## src/rtl/txr_pkg.sv

```systemverilog
package txr_pkg;
  localparam int DESC_W  = 64;
  localparam int ERR_W   = 4;
  localparam int EVT_W   = 2;
  localparam int B_READY = 15;
  localparam int B_WRAP  = 13;
  localparam int B_IRQ   = 12;
  localparam int B_LAST  = 11;
  localparam int B_CRC   = 10;
  localparam int EV_HALT = 0;
  localparam int EV_STOP = 1;

  typedef struct packed {
    logic [15:0] status;
    logic [15:0] len;
    logic [31:0] ptr;
  } desc_t;

  typedef enum logic [2:0] {
    S_HALT, S_FETCH, S_CHECK, S_REQ, S_WAIT, S_STOP
  } eng_st_e;
endpackage

```

## src/rtl/txring_ram.sv

```systemverilog
module txring_ram
  import txr_pkg::*;
#(
  parameter int DEPTH = 8,
  localparam int AW = $clog2(DEPTH)
) (
  input  logic          clk,
  input  logic          a_we,
  input  logic [AW-1:0] a_addr,
  input  desc_t         a_wdata,
  output desc_t         a_rdata,
  input  logic          b_we,
  input  logic [AW-1:0] b_addr,
  input  desc_t         b_wdata,
  output desc_t         b_rdata
);
  desc_t mem [DEPTH];

  // Engine write follows software write, so the engine wins on a collision.
  always_ff @(posedge clk) begin
    if (a_we) mem[a_addr] <= a_wdata;
    if (b_we) mem[b_addr] <= b_wdata;
    a_rdata <= mem[a_addr];
    b_rdata <= mem[b_addr];
  end
endmodule

```

## src/rtl/txring_events.sv

```systemverilog
module txring_events
  import txr_pkg::*;
(
  input  logic             clk,
  input  logic             rst,
  input  logic [EVT_W-1:0] set,
  input  logic [EVT_W-1:0] clr,
  output logic [EVT_W-1:0] evt
);
  always_ff @(posedge clk) begin
    if (rst) evt <= '0;
    else     evt <= (evt & ~clr) | set;
  end
endmodule

```

## src/rtl/txring_fsm.sv

```systemverilog
module txring_fsm
  import txr_pkg::*;
#(
  parameter int DEPTH = 8,
  localparam int AW = $clog2(DEPTH)
) (
  input  logic             clk,
  input  logic             rst,
  input  logic             clr_halt,
  input  logic             stop_req,
  input  logic             req_ready,
  input  logic             tx_done,
  input  logic [ERR_W-1:0] tx_err,
  input  desc_t            rd_desc,
  output logic [AW-1:0]    ring_addr,
  output logic             wb_we,
  output desc_t            wb_desc,
  output logic [EVT_W-1:0] evt_set,
  output logic             halted,
  output logic             req_valid,
  output logic [31:0]      req_ptr,
  output logic [15:0]      req_len,
  output logic             req_crc,
  output logic             req_last,
  output logic             req_irq
);
  eng_st_e       state;
  logic [AW-1:0] idx;
  desc_t         cur;
  logic [AW-1:0] idx_next;
  logic [15:0]   st_done;

  always_comb begin
    idx_next = (cur.status[B_WRAP] || idx == AW'(DEPTH - 1)) ? '0 : idx + 1'b1;
    st_done  = cur.status;
    st_done[B_READY]   = 1'b0;
    st_done[ERR_W-1:0] = tx_err;
    wb_desc  = '{status: st_done, len: cur.len, ptr: cur.ptr};
    wb_we    = (state == S_WAIT) && tx_done;
    evt_set  = '0;
    evt_set[EV_HALT] = (state == S_CHECK) && !rd_desc.status[B_READY];
    evt_set[EV_STOP] = stop_req &&
                       ((state == S_FETCH) || ((state == S_WAIT) && tx_done));
  end

  assign ring_addr = idx;
  assign halted    = (state == S_HALT);
  assign req_valid = (state == S_REQ);
  assign req_ptr   = cur.ptr;
  assign req_len   = cur.len;
  assign req_crc   = cur.status[B_CRC];
  assign req_last  = cur.status[B_LAST];
  assign req_irq   = cur.status[B_IRQ];

  always_ff @(posedge clk) begin
    if (rst) begin
      state <= S_HALT;
      idx   <= '0;
      cur   <= '0;
    end else begin
      unique case (state)
        S_HALT:  if (clr_halt) state <= S_FETCH;
        S_FETCH: state <= stop_req ? S_STOP : S_CHECK;
        S_CHECK: begin
          if (!rd_desc.status[B_READY]) begin
            state <= S_HALT;
          end else begin
            cur   <= rd_desc;
            state <= S_REQ;
          end
        end
        S_REQ:   if (req_ready) state <= S_WAIT;
        S_WAIT: begin
          if (tx_done) begin
            idx   <= idx_next;
            state <= stop_req ? S_STOP : S_FETCH;
          end
        end
        S_STOP:  if (!stop_req) state <= S_FETCH;
        default: state <= S_HALT;
      endcase
    end
  end
endmodule

```

## src/rtl/txdesc_ring.sv

```systemverilog
module txdesc_ring
  import txr_pkg::*;
#(
  parameter int DEPTH = 8,
  localparam int AW = $clog2(DEPTH)
) (
  input  logic             clk,
  input  logic             rst,
  input  logic             sw_we,
  input  logic [AW-1:0]    sw_addr,
  input  logic [63:0]      sw_wdata,
  output logic [63:0]      sw_rdata,
  input  logic             clr_halt,
  input  logic             stop_req,
  input  logic [1:0]       evt_clr,
  output logic [1:0]       evt,
  output logic             halted,
  output logic             req_valid,
  input  logic             req_ready,
  output logic [31:0]      req_ptr,
  output logic [15:0]      req_len,
  output logic             req_crc,
  output logic             req_last,
  output logic             req_irq,
  input  logic             tx_done,
  input  logic [3:0]       tx_err
);
  desc_t            a_rd, b_rd, wb_desc;
  logic [AW-1:0]    ring_addr;
  logic             wb_we;
  logic [EVT_W-1:0] evt_set;

  assign sw_rdata = a_rd;

  txring_ram #(.DEPTH(DEPTH)) u_ram (
    .clk(clk), .a_we(sw_we), .a_addr(sw_addr), .a_wdata(desc_t'(sw_wdata)),
    .a_rdata(a_rd), .b_we(wb_we), .b_addr(ring_addr), .b_wdata(wb_desc),
    .b_rdata(b_rd)
  );

  txring_fsm #(.DEPTH(DEPTH)) u_fsm (
    .clk(clk), .rst(rst), .clr_halt(clr_halt), .stop_req(stop_req),
    .req_ready(req_ready), .tx_done(tx_done), .tx_err(tx_err),
    .rd_desc(b_rd), .ring_addr(ring_addr), .wb_we(wb_we), .wb_desc(wb_desc),
    .evt_set(evt_set), .halted(halted), .req_valid(req_valid),
    .req_ptr(req_ptr), .req_len(req_len), .req_crc(req_crc),
    .req_last(req_last), .req_irq(req_irq)
  );

  txring_events u_evt (
    .clk(clk), .rst(rst), .set(evt_set), .clr(evt_clr), .evt(evt)
  );
endmodule

```

## config.mk

```make
export PLATFORM = sky130hd
export DESIGN_NAME = txdesc_ring
export DESIGN_NICKNAME = d
export VERILOG_FILES = /design/src/rtl/txr_pkg.sv /design/src/rtl/txring_ram.sv /design/src/rtl/txring_events.sv /design/src/rtl/txring_fsm.sv /design/src/rtl/txdesc_ring.sv
export SDC_FILE = /design/constraint.sdc
export NUM_CORES = 2
export LEC_CHECK = 0
export BUFFER_PORTS_ARGS = -buffer_cell sky130_fd_sc_hd__buf_4
export CORE_MARGIN = 2
export CORE_UTILIZATION = 55
export CTS_CLUSTER_DIAMETER = 60
export DETAILED_ROUTE_END_ITERATION = 10
export GPL_TIMING_DRIVEN = 0
export PLACE_DENSITY = 0.84
export SYNTH_ARGS = -nofsm -noshare
export SYNTH_HDL_FRONTEND = slang
export SYNTH_HIERARCHICAL = 1
export SYNTH_SLANG_ARGS = --single-unit
export TNS_END_PERCENT = 50
```

## constraint.sdc

```tcl
create_clock -name clk -period 16.35 [get_ports clk]
set_clock_uncertainty 0.15 [all_clocks]
set_input_delay 1.635 -clock clk [delete_from_list [all_inputs] [get_ports clk]]
set_output_delay 1.635 -clock clk [all_outputs]
set_load 0.02 [all_outputs]
```

* Word level (Yosys, flattened, before mapping) *
Memories as Yosys holds them, arrays and structs flattened. A register that Yosys moved wholly into a read port is not among the register bits.
Index checks and enable logic that the tools add are counted.

word-level totals
  memories = 1
  output and inout port bits = 119
  register bits after elaboration = 71
  RAM bits = 512
  word-level logic and storage cells = 44

cells by class
  bitwise gates (word level) = 3
  reduce and logical (&&, ||, !) cells = 10
  equal/unequal tests = 10
  muxes and demuxes = 13
  $add $sub $neg = 1

memories
  memory     words  bits a word  rd ports  clocked after Yosys merged registers in  write ports  RTL line          text
  u_ram.mem  8      64           2         2                                        2            txring_ram.sv:17  desc_t mem [DEPTH];

operators by type and width
  kind                                                                   count
  3-bit 2-to-1 mux                                                       7
  3-bit one-hot mux with 6 select lines                                  1
  3-bit equality test, second input constant                             3
  3-bit by 2-bit equality test with 1-bit output, second input constant  2
  2-bit != test, second input constant                                   3
  1-bit 2-to-1 mux                                                       4
  2-bit AND reduction                                                    2
  4-bit AND reduction                                                    1
  3-bit by 1-bit adder with 3-bit output, second input constant          1
  3-bit by 1-bit equality test with 1-bit output, second input constant  1
  1-bit logical AND                                                      3
  3-bit logical NOT                                                      1
  2-bit bitwise AND                                                      1
  1-bit logical OR                                                       2
  2-bit 2-to-1 mux                                                       1
  2-bit by 1-bit != test with 1-bit output, second input constant        1
  2-bit NOT                                                              1
  2-bit bitwise OR                                                       1
  1-bit logical NOT                                                      1

* Depth between registers and ports, before layout *
  word-level depth = 5
  depth in mapped cells = 8

* Modules after synthesis *
The synthesis kept the hierarchy.

by module, submodules not included
  module         cells each  area each (um^2)  times used
  txring_ram     1753        31980.7           1
  txring_fsm     366         2839.0            1
  txring_events  8           70.1              1

* Worst setup path before layout *
OpenSTA, ideal clock, no wires.

  kind = input-to-reg
  start point = input sw_addr[0]
  end point = memory u_ram/mem[5][0] (netlist name), enable pin
  path buffers = 3
  required time = 15.626 ns
  setup time = 0.574 ns
  arrival = 6.872 ns
  slack = 8.754 ns
  stages on the path = 5
  cell sequence = buf_4 buf_2 buf_2 nand2_1 o21ai_0

RTL lines
  item         RTL line           text
  from (decl)  txdesc_ring.sv:10  input logic [AW-1:0] sw_addr,
  to (decl)    txring_ram.sv:17

==> results.toml <==
[final_layout]
multi_input_area_um2 = 14100
post-route-util_pct = 64.7
fin_nets = 2479
drive_above_1_share_pct = 56.0
fill_cells = 4287
area_growth_pct = 15.9
ff_latch_area_um2 = 19200

[sta]
slew_viol_final = 0
whs_ns = 0.284
hold_viol = 0
tightest_slew_ns = 1.14
layout_min_cycle_time_ns = 4.65
final-setup-viol-count = 0
rsz0062_at_grt = "false"
fin_crit_sh_pct = 28.5
finalSetupTns_ns = 0
relSlewSlack_pct = 23.7
fin_ws_ns = 11.70
fmaxAchievable_mhz = 215

[grt]
antenna_found_initial = 9
grt_use_total_pct = 31.0
grt_max_degree = 47
grt_pass1_wl_mm = 145
grt_overflow = 0
first_global_vias = 22600

[detailed_routing]
routed_wl_mm = 100
drtPass1Iterations = 7
drcViolationCount = 0
vias = 21900
viasPerCell = 6.63
first_iter_violations = 2567
detail-route-antenna-nets = 0
wl_per_cell_um = 30.4

[synthesis]
synth_area_um2 = 34600
avgSynthCellArea_um2 = 16.4
synth_warnings = 6
syn-num-nets = 2193
syn_inst = 2111

[worst_setup_path]
crit_top_cell = "buf_4"
critical_path.cell_chain = "buf_4 -> nand3b_1 -> nor2_1 -> nand2_1 -> nor3_1 -> buf_2 -> buf_4 -> a31o_4 -> buf_12"
cp_top_family = "buffers and inverters"
crit_required_ns = 16.51
path_buf_inv = 4
critPathArrivalTime_ns = 4.81
cp-start-kind = "input pin"
slowest_delay_ns = 0.78
worstPathMaxFanout = 42
critPathSlowestCell = "a31o_4"
end_kind = "flip-flop"
crit_type = "input pin to flip-flop"

[floorplan]
std_cell_rows = 91
die_area_um2 = 64900
fp.dieH_um = 255
die_x_um = 255
initial_core_util_pct = 55.8
boundaryPins = 199
core-area_um2 = 61900

[power_and_ir_drop]
ir_drop_mv = 0.0947
total_power_uw = 4340
p_per_area_nw_per_um2 = 108
p_leak_uw = 0.0139

[clock_network]
worstSkewPairLatency_ns = 0.62
h-tree-depth = 3
post-cts-setup-buffers = 0
clk_path_buf_depth = 3
numClockSinks = 703
clk_pin_slew_ns = 0.06
cts_buffers = 77
ctsHoldBuffers = 0
cts_tree = "built"
root_buffer = "clkbuf_16"
cts-resized-gates = 0

[worst_hold_path]
hold_class = "flip-flop to flip-flop"

[run]
cap_violations = 0

[outcome]
run_status = "finished, final reports clean"

[placement]
portBuffers = 192
dp_slack_ns = 11.27
gp_congestion = 0.859
dp_hpwl_mm = 61.6
==> state kept, by name, indices dropped and copies added, names as in the netlist, 2 cells and up <==
name and count:
u_fsm/req_len 16, u_fsm/wb_desc 8, u_evt/evt 2, u_fsm/state 3, u_ram/mem 512, u_ram/a_rdata 64, u_ram/b_rdata 60, u_fsm/ring_addr 3
u_fsm/req_ptr 32
==> path summary, 6_finish.rpt <==
| check | from | endpoint | slack (ns) | depth (start not counted) |
|---|---|---|---|---|
| worst min register to register | u_ram/b_rdata[9] | u_fsm/req_ptr[9] | 0.28 | 2 |
| worst max-delay path | tx_done | u_ram/mem[4][20] | 11.70 | 9 |
| worst max register to register | u_fsm/state[0] | u_ram/mem[4][20] | 12.15 | 9 |
| worst min-delay path | u_ram/b_rdata[9] | u_fsm/req_ptr[9] | 0.28 | 2 |
==> metal layers <==
metal | GRT usage [%] | up-vias | wire, µm
li1 | - | 8897 | -
met2 | 50.0 | 1563 | 48500
met1 | 40.1 | 11100 | 35800
met3 | 7.52 | 329 | 11900
met5 | 0 | - | 80
met4 | 13.5 | 12 | 4140
==> layout by cell type, fill, tap and decap left out, drive strengths merged, types with 5 or more instances in the layout <==
cell type,instances
mux2,633
edfxtp,512
buf,397
mux4,230
dfxtp,191
nand2,133
clkbuf,130
a21oi,73
clkinv,28
mux2i,18
nor2,14
inv,13
nand2b,9
a22oi,8
o21ai,8
nand3,6
nor3,5
==> stage by stage <==
step	instances	instance area (µm²)
final	3300	40100
after global routing	3300	40100
after CTS	3298	40100
after detailed placement	3155	37500
after global placement	3140	37100
after floorplan	2111	34600
==> final cells by class <==
cell class | count | share of cell area (%)
clock buffer | 106 | 5.64
timing repair buffer | 207 | 4.51
inverter | 9 | 0.0842
tap | 837 | 2.61
clock inverter | 37 | 0.799
antenna | 2 | 0.0125
buffer | 214 | 3.34
sequential | 703 | 47.9
multi-input combinational | 1185 | 35.1
==> worst min-delay path, cell delays in order (launching register included) <==
cell and delay, ns:
dfxtp_1 0.29, nand2_1 0.05, a21oi_1 0.05
==> where the power goes <==
group,leakage [µW],total (µW),internal (µW),switching [µW]
Sequential,0.00624,2060,2010,46.1
Combinational,0.00634,516,252,264
Clock,0.00129,1760,1030,726
Total,0.0139,4340,3300,1040
(Power assumes the default switching activity.)
